--- src/rtl/lst_pkg.sv ---
package lst_pkg;
  typedef enum logic [1:0] {ST_IDLE, ST_ARMED, ST_RUN} lst_state_e;

  localparam logic [2:0] A_CNT   = 3'd0;
  localparam logic [2:0] A_CTL   = 3'd1;
  localparam logic [2:0] A_TMO   = 3'd2;
  localparam logic [2:0] A_DIV   = 3'd3;
  localparam logic [2:0] A_START = 3'd4;
  localparam logic [2:0] A_SELF  = 3'd5;
  localparam logic [2:0] A_OVR   = 3'd6;
  localparam logic [2:0] A_STAT  = 3'd7;

  localparam logic [3:0] KEY_GO  = 4'hA;
endpackage

--- src/rtl/lst_tick_gen.sv ---
module lst_tick_gen #(
  parameter int DIV_W = 4
) (
  input  logic             clk,
  input  logic             rst_n,
  input  logic             en,
  input  logic [DIV_W-1:0] div,
  output logic             tick
);
  logic [DIV_W-1:0] cnt_q;

  assign tick = en && (cnt_q == div);

  always_ff @(posedge clk or negedge rst_n) begin
    if (!rst_n) cnt_q <= '0;
    else if (!en || tick) cnt_q <= '0;
    else cnt_q <= cnt_q + 1'b1;
  end
endmodule

--- src/rtl/lst_scan_stub.sv ---
module lst_scan_stub #(
  parameter int PTR_W     = 8,
  parameter int SHIFT_LEN = 4,
  parameter int SIG_W     = 16
) (
  input  logic             clk,
  input  logic             rst_n,
  input  logic             en,
  input  logic             tick,
  input  logic [PTR_W-1:0] ptr,
  input  logic             inject,
  output logic             seg_end,
  output logic             mismatch
);
  localparam int STEP_W = (SHIFT_LEN > 2) ? $clog2(SHIFT_LEN) : 1;
  localparam logic [SIG_W-1:0] SEED = {SIG_W{1'b1}};

  function automatic logic [SIG_W-1:0] mix(input logic [SIG_W-1:0] s,
                                           input logic [PTR_W-1:0] p,
                                           input logic [STEP_W-1:0] k);
    logic [SIG_W-1:0] fb;
    fb = {s[SIG_W-2:0], s[SIG_W-1] ^ s[SIG_W-3]};
    return fb ^ SIG_W'({p, k});
  endfunction

  function automatic logic [SIG_W-1:0] golden(input logic [PTR_W-1:0] p);
    logic [SIG_W-1:0] s;
    s = SEED;
    for (int i = 0; i < SHIFT_LEN; i++) s = mix(s, p, STEP_W'(i));
    return s;
  endfunction

  logic [SIG_W-1:0]  sig_q;
  logic [STEP_W-1:0] step_q;
  logic [SIG_W-1:0]  sig_nx;

  assign sig_nx   = mix(sig_q, ptr, step_q);
  assign seg_end  = tick && (step_q == STEP_W'(SHIFT_LEN - 1));
  assign mismatch = (sig_nx != golden(ptr)) ^ inject;

  always_ff @(posedge clk or negedge rst_n) begin
    if (!rst_n) begin
      sig_q  <= SEED;
      step_q <= '0;
    end else if (!en || seg_end) begin
      sig_q  <= SEED;
      step_q <= '0;
    end else if (tick) begin
      sig_q  <= sig_nx;
      step_q <= step_q + 1'b1;
    end
  end
endmodule

--- src/rtl/lst_seq.sv ---
module lst_seq
  import lst_pkg::*;
#(
  parameter int CNT_W     = 8,
  parameter int TMO_W     = 20,
  parameter int PTR_W     = 8,
  parameter int DIV_W     = 4,
  parameter int SHIFT_LEN = 4,
  parameter int SIG_W     = 16
) (
  input  logic        clk,
  input  logic        rst_n,
  input  logic        cfg_we,
  input  logic [2:0]  cfg_addr,
  input  logic [31:0] cfg_wdata,
  input  logic [2:0]  rd_addr,
  output logic [31:0] rd_data,
  input  logic [1:0]  core_idle,
  output logic [1:0]  done_irq
);
  lst_state_e       st_q;
  logic [CNT_W-1:0] cnt_q, rem_q;
  logic             restart_q, sel_q, fault_q, ovr_q;
  logic [3:0]       key_q, chk_key_q;
  logic [TMO_W-1:0] tmo_pre_q, tmo_q;
  logic [DIV_W-1:0] div_q;
  logic [PTR_W-1:0] start_q, ptr_q;
  logic             done_q, fail_q, acc_q;
  logic             tick, seg_end, mismatch, running, idle_go, inject;
  logic             unused_wdata;

  assign unused_wdata = ^cfg_wdata;
  assign running = (st_q == ST_RUN);
  assign idle_go = core_idle[sel_q] | ovr_q;
  assign inject  = fault_q && (chk_key_q != 4'd0);

  lst_tick_gen #(.DIV_W(DIV_W)) u_tick (
    .clk(clk), .rst_n(rst_n), .en(running), .div(div_q), .tick(tick)
  );

  lst_scan_stub #(.PTR_W(PTR_W), .SHIFT_LEN(SHIFT_LEN), .SIG_W(SIG_W)) u_scan (
    .clk(clk), .rst_n(rst_n), .en(running), .tick(tick), .ptr(ptr_q),
    .inject(inject), .seg_end(seg_end), .mismatch(mismatch)
  );

  always_ff @(posedge clk or negedge rst_n) begin
    if (!rst_n) begin
      st_q <= ST_IDLE;
      cnt_q <= '0; rem_q <= '0; restart_q <= 1'b0; sel_q <= 1'b0;
      fault_q <= 1'b0; ovr_q <= 1'b0; key_q <= '0; chk_key_q <= '0;
      tmo_pre_q <= '0; tmo_q <= '0; div_q <= '0; start_q <= '0;
      ptr_q <= '0; done_q <= 1'b0; fail_q <= 1'b0; acc_q <= 1'b0;
    end else begin
      if (cfg_we && cfg_addr == A_OVR) ovr_q <= cfg_wdata[0];
      if (cfg_we && cfg_addr == A_STAT) begin
        if (cfg_wdata[0]) done_q <= 1'b0;
        if (cfg_wdata[1]) fail_q <= 1'b0;
      end
      unique case (st_q)
        ST_IDLE: if (cfg_we) begin
          unique case (cfg_addr)
            A_CNT: begin
              cnt_q     <= cfg_wdata[CNT_W-1:0];
              restart_q <= cfg_wdata[31];
            end
            A_CTL: begin
              key_q <= cfg_wdata[3:0];
              sel_q <= cfg_wdata[4];
              if (cfg_wdata[3:0] == KEY_GO) begin
                st_q   <= ST_ARMED;
                done_q <= 1'b0;
                fail_q <= 1'b0;
                if (restart_q) ptr_q <= start_q;
              end
            end
            A_TMO:   tmo_pre_q <= cfg_wdata[TMO_W-1:0];
            A_DIV:   div_q     <= cfg_wdata[DIV_W-1:0];
            A_START: start_q   <= cfg_wdata[PTR_W-1:0];
            A_SELF: begin
              fault_q   <= cfg_wdata[0];
              chk_key_q <= cfg_wdata[7:4];
            end
            default: ;
          endcase
        end
        ST_ARMED: if (idle_go) begin
          st_q  <= ST_RUN;
          tmo_q <= tmo_pre_q;
          rem_q <= cnt_q;
          acc_q <= 1'b0;
        end
        ST_RUN: begin
          if (tmo_q == '0) begin
            st_q <= ST_IDLE; done_q <= 1'b1; fail_q <= 1'b1; key_q <= '0;
          end else begin
            tmo_q <= tmo_q - 1'b1;
            if (rem_q == '0) begin
              st_q <= ST_IDLE; done_q <= 1'b1; fail_q <= acc_q; key_q <= '0;
            end else if (seg_end) begin
              ptr_q <= ptr_q + 1'b1;
              rem_q <= rem_q - 1'b1;
              acc_q <= acc_q | mismatch;
              if (rem_q == CNT_W'(1)) begin
                st_q <= ST_IDLE; done_q <= 1'b1;
                fail_q <= acc_q | mismatch; key_q <= '0;
              end
            end
          end
        end
        default: st_q <= ST_IDLE;
      endcase
    end
  end

  assign done_irq = sel_q ? {1'b0, done_q} : {done_q, 1'b0};

  always_comb begin
    rd_data = '0;
    unique case (rd_addr)
      A_CNT:   rd_data = {restart_q, 31'(cnt_q)};
      A_CTL:   rd_data = {27'd0, sel_q, key_q};
      A_TMO:   rd_data = 32'(tmo_pre_q);
      A_DIV:   rd_data = 32'(div_q);
      A_START: rd_data = 32'(start_q);
      A_SELF:  rd_data = {24'd0, chk_key_q, 3'd0, fault_q};
      A_OVR:   rd_data = {31'd0, ovr_q};
      A_STAT:  rd_data = {8'd0, 8'(ptr_q), 12'd0,
                          (st_q == ST_ARMED), running, fail_q, done_q};
      default: rd_data = '0;
    endcase
  end
endmodule

--- config.mk ---
export PLATFORM = sky130hd
export DESIGN_NAME = lst_seq
export DESIGN_NICKNAME = d
export VERILOG_FILES = /design/src/rtl/lst_pkg.sv /design/src/rtl/lst_tick_gen.sv /design/src/rtl/lst_scan_stub.sv /design/src/rtl/lst_seq.sv
export SDC_FILE = /design/constraint.sdc
export NUM_CORES = 1
export LEC_CHECK = 0
export CAP_MARGIN = 20
export CORE_ASPECT_RATIO = 1.75
export CORE_UTILIZATION = 56
export CTS_BUF_LIST = sky130_fd_sc_hd__clkbuf_4 sky130_fd_sc_hd__clkbuf_8 sky130_fd_sc_hd__clkbuf_16
export DETAILED_ROUTE_END_ITERATION = 6
export MAX_ROUTING_LAYER = met4
export PLACE_DENSITY = 0.8
export SYNTH_ARGS = -nofsm -noshare
export SYNTH_HDL_FRONTEND = slang
export SYNTH_SLANG_ARGS = --single-unit
--- constraint.sdc ---
create_clock -name clk -period 4.15 [get_ports clk]
set_clock_uncertainty 0.1 [all_clocks]
set_input_delay 1.245 -clock clk [delete_from_list [all_inputs] [get_ports clk]]
set_output_delay 1.245 -clock clk [all_outputs]
set_load 0.02 [all_outputs]
==> flow_metrics.tcl <==
set metrics [dict create \
    fp.dieW_um 82.54 \
    number_of_port_buffers 58 \
    status "complete, no violations" \
    grt-ovfl-total 0 \
    synth-async-reset-ratio 1.000 \
    via_count 5404 \
    dominant_synthesized_flop_cell "sky130_fd_sc_hd__dfrtp_1" \
    first_global_vias 5439 \
    ioPinCount 77 \
    dpl_worst_slack_ns -0.4299 \
    switching_share_of_total_power 0.3600 \
    finalNetCount 764 \
    core.rowCount 51 \
    post-route-min-period_ns 4.072 \
    dpl-instance-area_mm2 0.007126 \
    tritoncts "done" \
    viasPerCell 6.320 \
    worstPathMaxFanout 5 \
    powerDensity_mw_per_mm2 664.8 \
    setup_tns_ns 0 \
    postSynthCellCount 646 \
    tritoncts_num_sinks 115 \
    clock_tree.root_cell "sky130_fd_sc_hd__clkbuf_16" \
    filler_cell_count 856 \
    post_detailed_route_wirelength_per_cell_um 19.13 \
    finalSetupViolCount 0 \
    hold_viol_final 0 \
    gr-usage-all-layers 0.3154 \
    first_iter_violations 448 \
    routed_wirelength_um 16360 \
    fin_util 0.6899 \
    layout-area-overhead-vs-synth_pct 20.49 \
    post-synth-top-area-fraction 0.3897 \
    max_freq_ghz 0.2456 \
    worst_slew_pin_slew_ns 1.025 \
    synth-edff-count 0 \
    floorplan.die.height_um 143.0 \
    cts.reportedPaths.clkPinSlew_ns 0.05 \
    synth_top_area_cell "sky130_fd_sc_hd__dfrtp_1" \
    dp.final_hpwl_um 11380 \
    layout_commonest_cell "sky130_fd_sc_hd__dfrtp_1" \
    drtPass1Iterations 5 \
    postRouteAntennaNets 0 \
    syn-mean-instance-area_um2 9.841 \
    arrival_ns 2.73 \
    post-route-drc-count 0 \
    power.share.sequential 0.381 \
    floorplan.initialDensity 0.5726 \
    maxSlewViolCount 0 \
    layout_common_cells "sky130_fd_sc_hd__dfrtp_1, sky130_fd_sc_hd__nor2_1, sky130_fd_sc_hd__o21ai_0" \
    antenna-diode-count 0 \
    routability_cong 0.9150 \
    placeableCoreArea_mm2 0.01110 \
    clock_tree.htree_level_count 4 \
    worst-endpoint-required_ns 2.80 \
    synth.yosys.warnings 0 \
    syn_area_mm2 0.006357 \
    grt_antenna_before_repair 0 \
    layout_worst_path_cycle_share 0.9811 \
    net-switching-power_mw 1.833 \
    max-vdd-ir-drop_mv 0.5061 \
    cell_internal_pwr_mw 3.259 \
    grt_max_degree 87 \
    die_area_mm2 0.01180 \
    clkLatencyLatePin_ns 0.42 \
    pwr-share-comb 0.321 \
    post-route-cell-area_mm2 0.007660 \
    setup.worst_path.start_class "input pin" \
    grt_pass1_wl_um 26530 \
    leakage_nw 3.271 \
    slew_headroom 0.3106 \
    worst-setup-path-type "in -> out" \
    synth.distinct_cells 64 \
    timing.critical_path.to_type "primary output" \
    cap_viol_max_count 0 \
    rsz0062_at_grt "false" \
    cts.path.max_buffers 2 \
    worst_hold_path_type "reg -> reg" \
    synth_top_cells_by_area "sky130_fd_sc_hd__dfrtp_1, sky130_fd_sc_hd__mux2_2, sky130_fd_sc_hd__dfstp_2, sky130_fd_sc_hd__o21ai_0, sky130_fd_sc_hd__a21oi_1" \
    fin_hold_ws_ns 0.4049 \
    regToRegSetupSlack_ns 1.15 \
    pwr-share-clk 0.298 \
    sequential_to_total_area_share_from_yosys_stat 0.4558 \
    inserted_clock_buffers 17 \
    postSynthRegisterBits 115 \
    post_route_cells_drive_above_1_share 0.2172 \
    layout_setup_ws_ns 0.07839 \
]
==> worst paths after layout <==
path / from / depth (start not counted) / to
setup / recovery: rd_addr[2] / 6 / rd_data[4]
hold / removal: tmo_q[0] / 2 / tmo_q[0]
setup reg to reg: tmo_q[10] / 6 / ptr_q[0]
hold reg to reg: tmo_q[0] / 2 / tmo_q[0]
max in group asynchronous: rst_n / 2 / u_scan.sig_q[13]
min in group asynchronous: rst_n / 1 / tmo_pre_q[2]
==> what timing repair did <==
item	in CTS	in global routing
gates resized for setup	32	33
endpoints found under the setup margin	25	18
buffers inserted	0	0
hold buffers	0	0
==> critical path: stages <==
cell and delay (ns):
sky130_fd_sc_hd__clkdlybuf4s50_1 0.50, sky130_fd_sc_hd__buf_4 0.21, sky130_fd_sc_hd__nor2_1 0.15, sky130_fd_sc_hd__a22oi_1 0.11, sky130_fd_sc_hd__o22ai_1 0.16, sky130_fd_sc_hd__dlygate4sd2_1 0.35
==> cell usage after synthesis, types with 9 or more instances <==
master                     count
sky130_fd_sc_hd__dfrtp_1      99
sky130_fd_sc_hd__nor2_1       52
sky130_fd_sc_hd__o21ai_0      52
sky130_fd_sc_hd__mux2_2       50
sky130_fd_sc_hd__a21oi_1      45
sky130_fd_sc_hd__nand2_1      44
sky130_fd_sc_hd__clkbuf_1     27
sky130_fd_sc_hd__nor3_1       23
sky130_fd_sc_hd__xnor2_1      22
sky130_fd_sc_hd__dfstp_2      16
sky130_fd_sc_hd__and3_1       14
sky130_fd_sc_hd__inv_1        14
sky130_fd_sc_hd__ha_1         11
sky130_fd_sc_hd__nand3_1      11
sky130_fd_sc_hd__mux2i_1      10
sky130_fd_sc_hd__o22ai_1      10
sky130_fd_sc_hd__o22a_1        9
==> per-layer routing <==
metal / wire, um / global-route usage
met2: 8519 / 0.5150
met5: 0 / -
met4: 775 / 0.1697
met1: 6322 / 0.3431
met3: 738 / 0.08307
==> cells by family (layout without fill, tap and decap cells) <==
kind of cell / count (synthesis) / after routing / share of synthesized area
AND/OR/NAND/NOR: 200 / 200 / 0.1580
AO/OA/AOI/OAI: 169 / 169 / 0.1720
flip-flops: 115 / 115 / 0.4558
multiplexers: 61 / 61 / 0.1079
buffers and inverters: 59 / 130 / 0.04271
XOR/XNOR: 30 / 30 / 0.04133
adder cells (fa/ha/maj): 11 / 11 / 0.02165
other: 1 / 7 / 0.0005899
==> power groups by stage <==
stage	combinational [mW]	clock, mW	sequential [mW]
3_5_place_dp	1.63	0	1.94
4_1_cts	1.63	1.54	1.92
6_report	1.63	1.52	1.94
3_3_place_gp	1.55	0	1.92
2_1_floorplan	1.27	0	1.78
5_1_grt	1.82	1.58	1.98
==> registers in the layout, indices dropped and copies added, names as in the netlist, 2 cells and up <==
signal / cells
rem_q: 8
start_q: 8
u_scan.step_q: 2
chk_key_q: 4
tmo_pre_q: 20
key_q: 4
cnt_q: 8
div_q: 4
tmo_q: 20
u_scan.sig_q: 16
ptr_q: 8
st_q: 2
u_tick.cnt_q: 4
==> final cells by class <==
| cell class | count | area [um2] | area share |
|---|---|---|---|
| tap | 132 | 165.2 | 0.02156 |
| sequential | 115 | 2898 | 0.3783 |
| clock inverter | 4 | 70.07 | 0.009147 |
| inverter | 15 | 56.30 | 0.007351 |
| multi-input combinational | 478 | 3216 | 0.4198 |
| clock buffer | 28 | 551.8 | 0.07204 |
| timing repair buffer | 83 | 703.2 | 0.09180 |
==> metrics by stage <==
stage               power, mW  instances
global placement        3.466        823
floorplan               3.046        652
CTS                     5.088        855
global route            5.381        855
finish                  5.092        855
detailed placement      3.564        823
No activity file was read; power rests on OpenSTA's default activity.
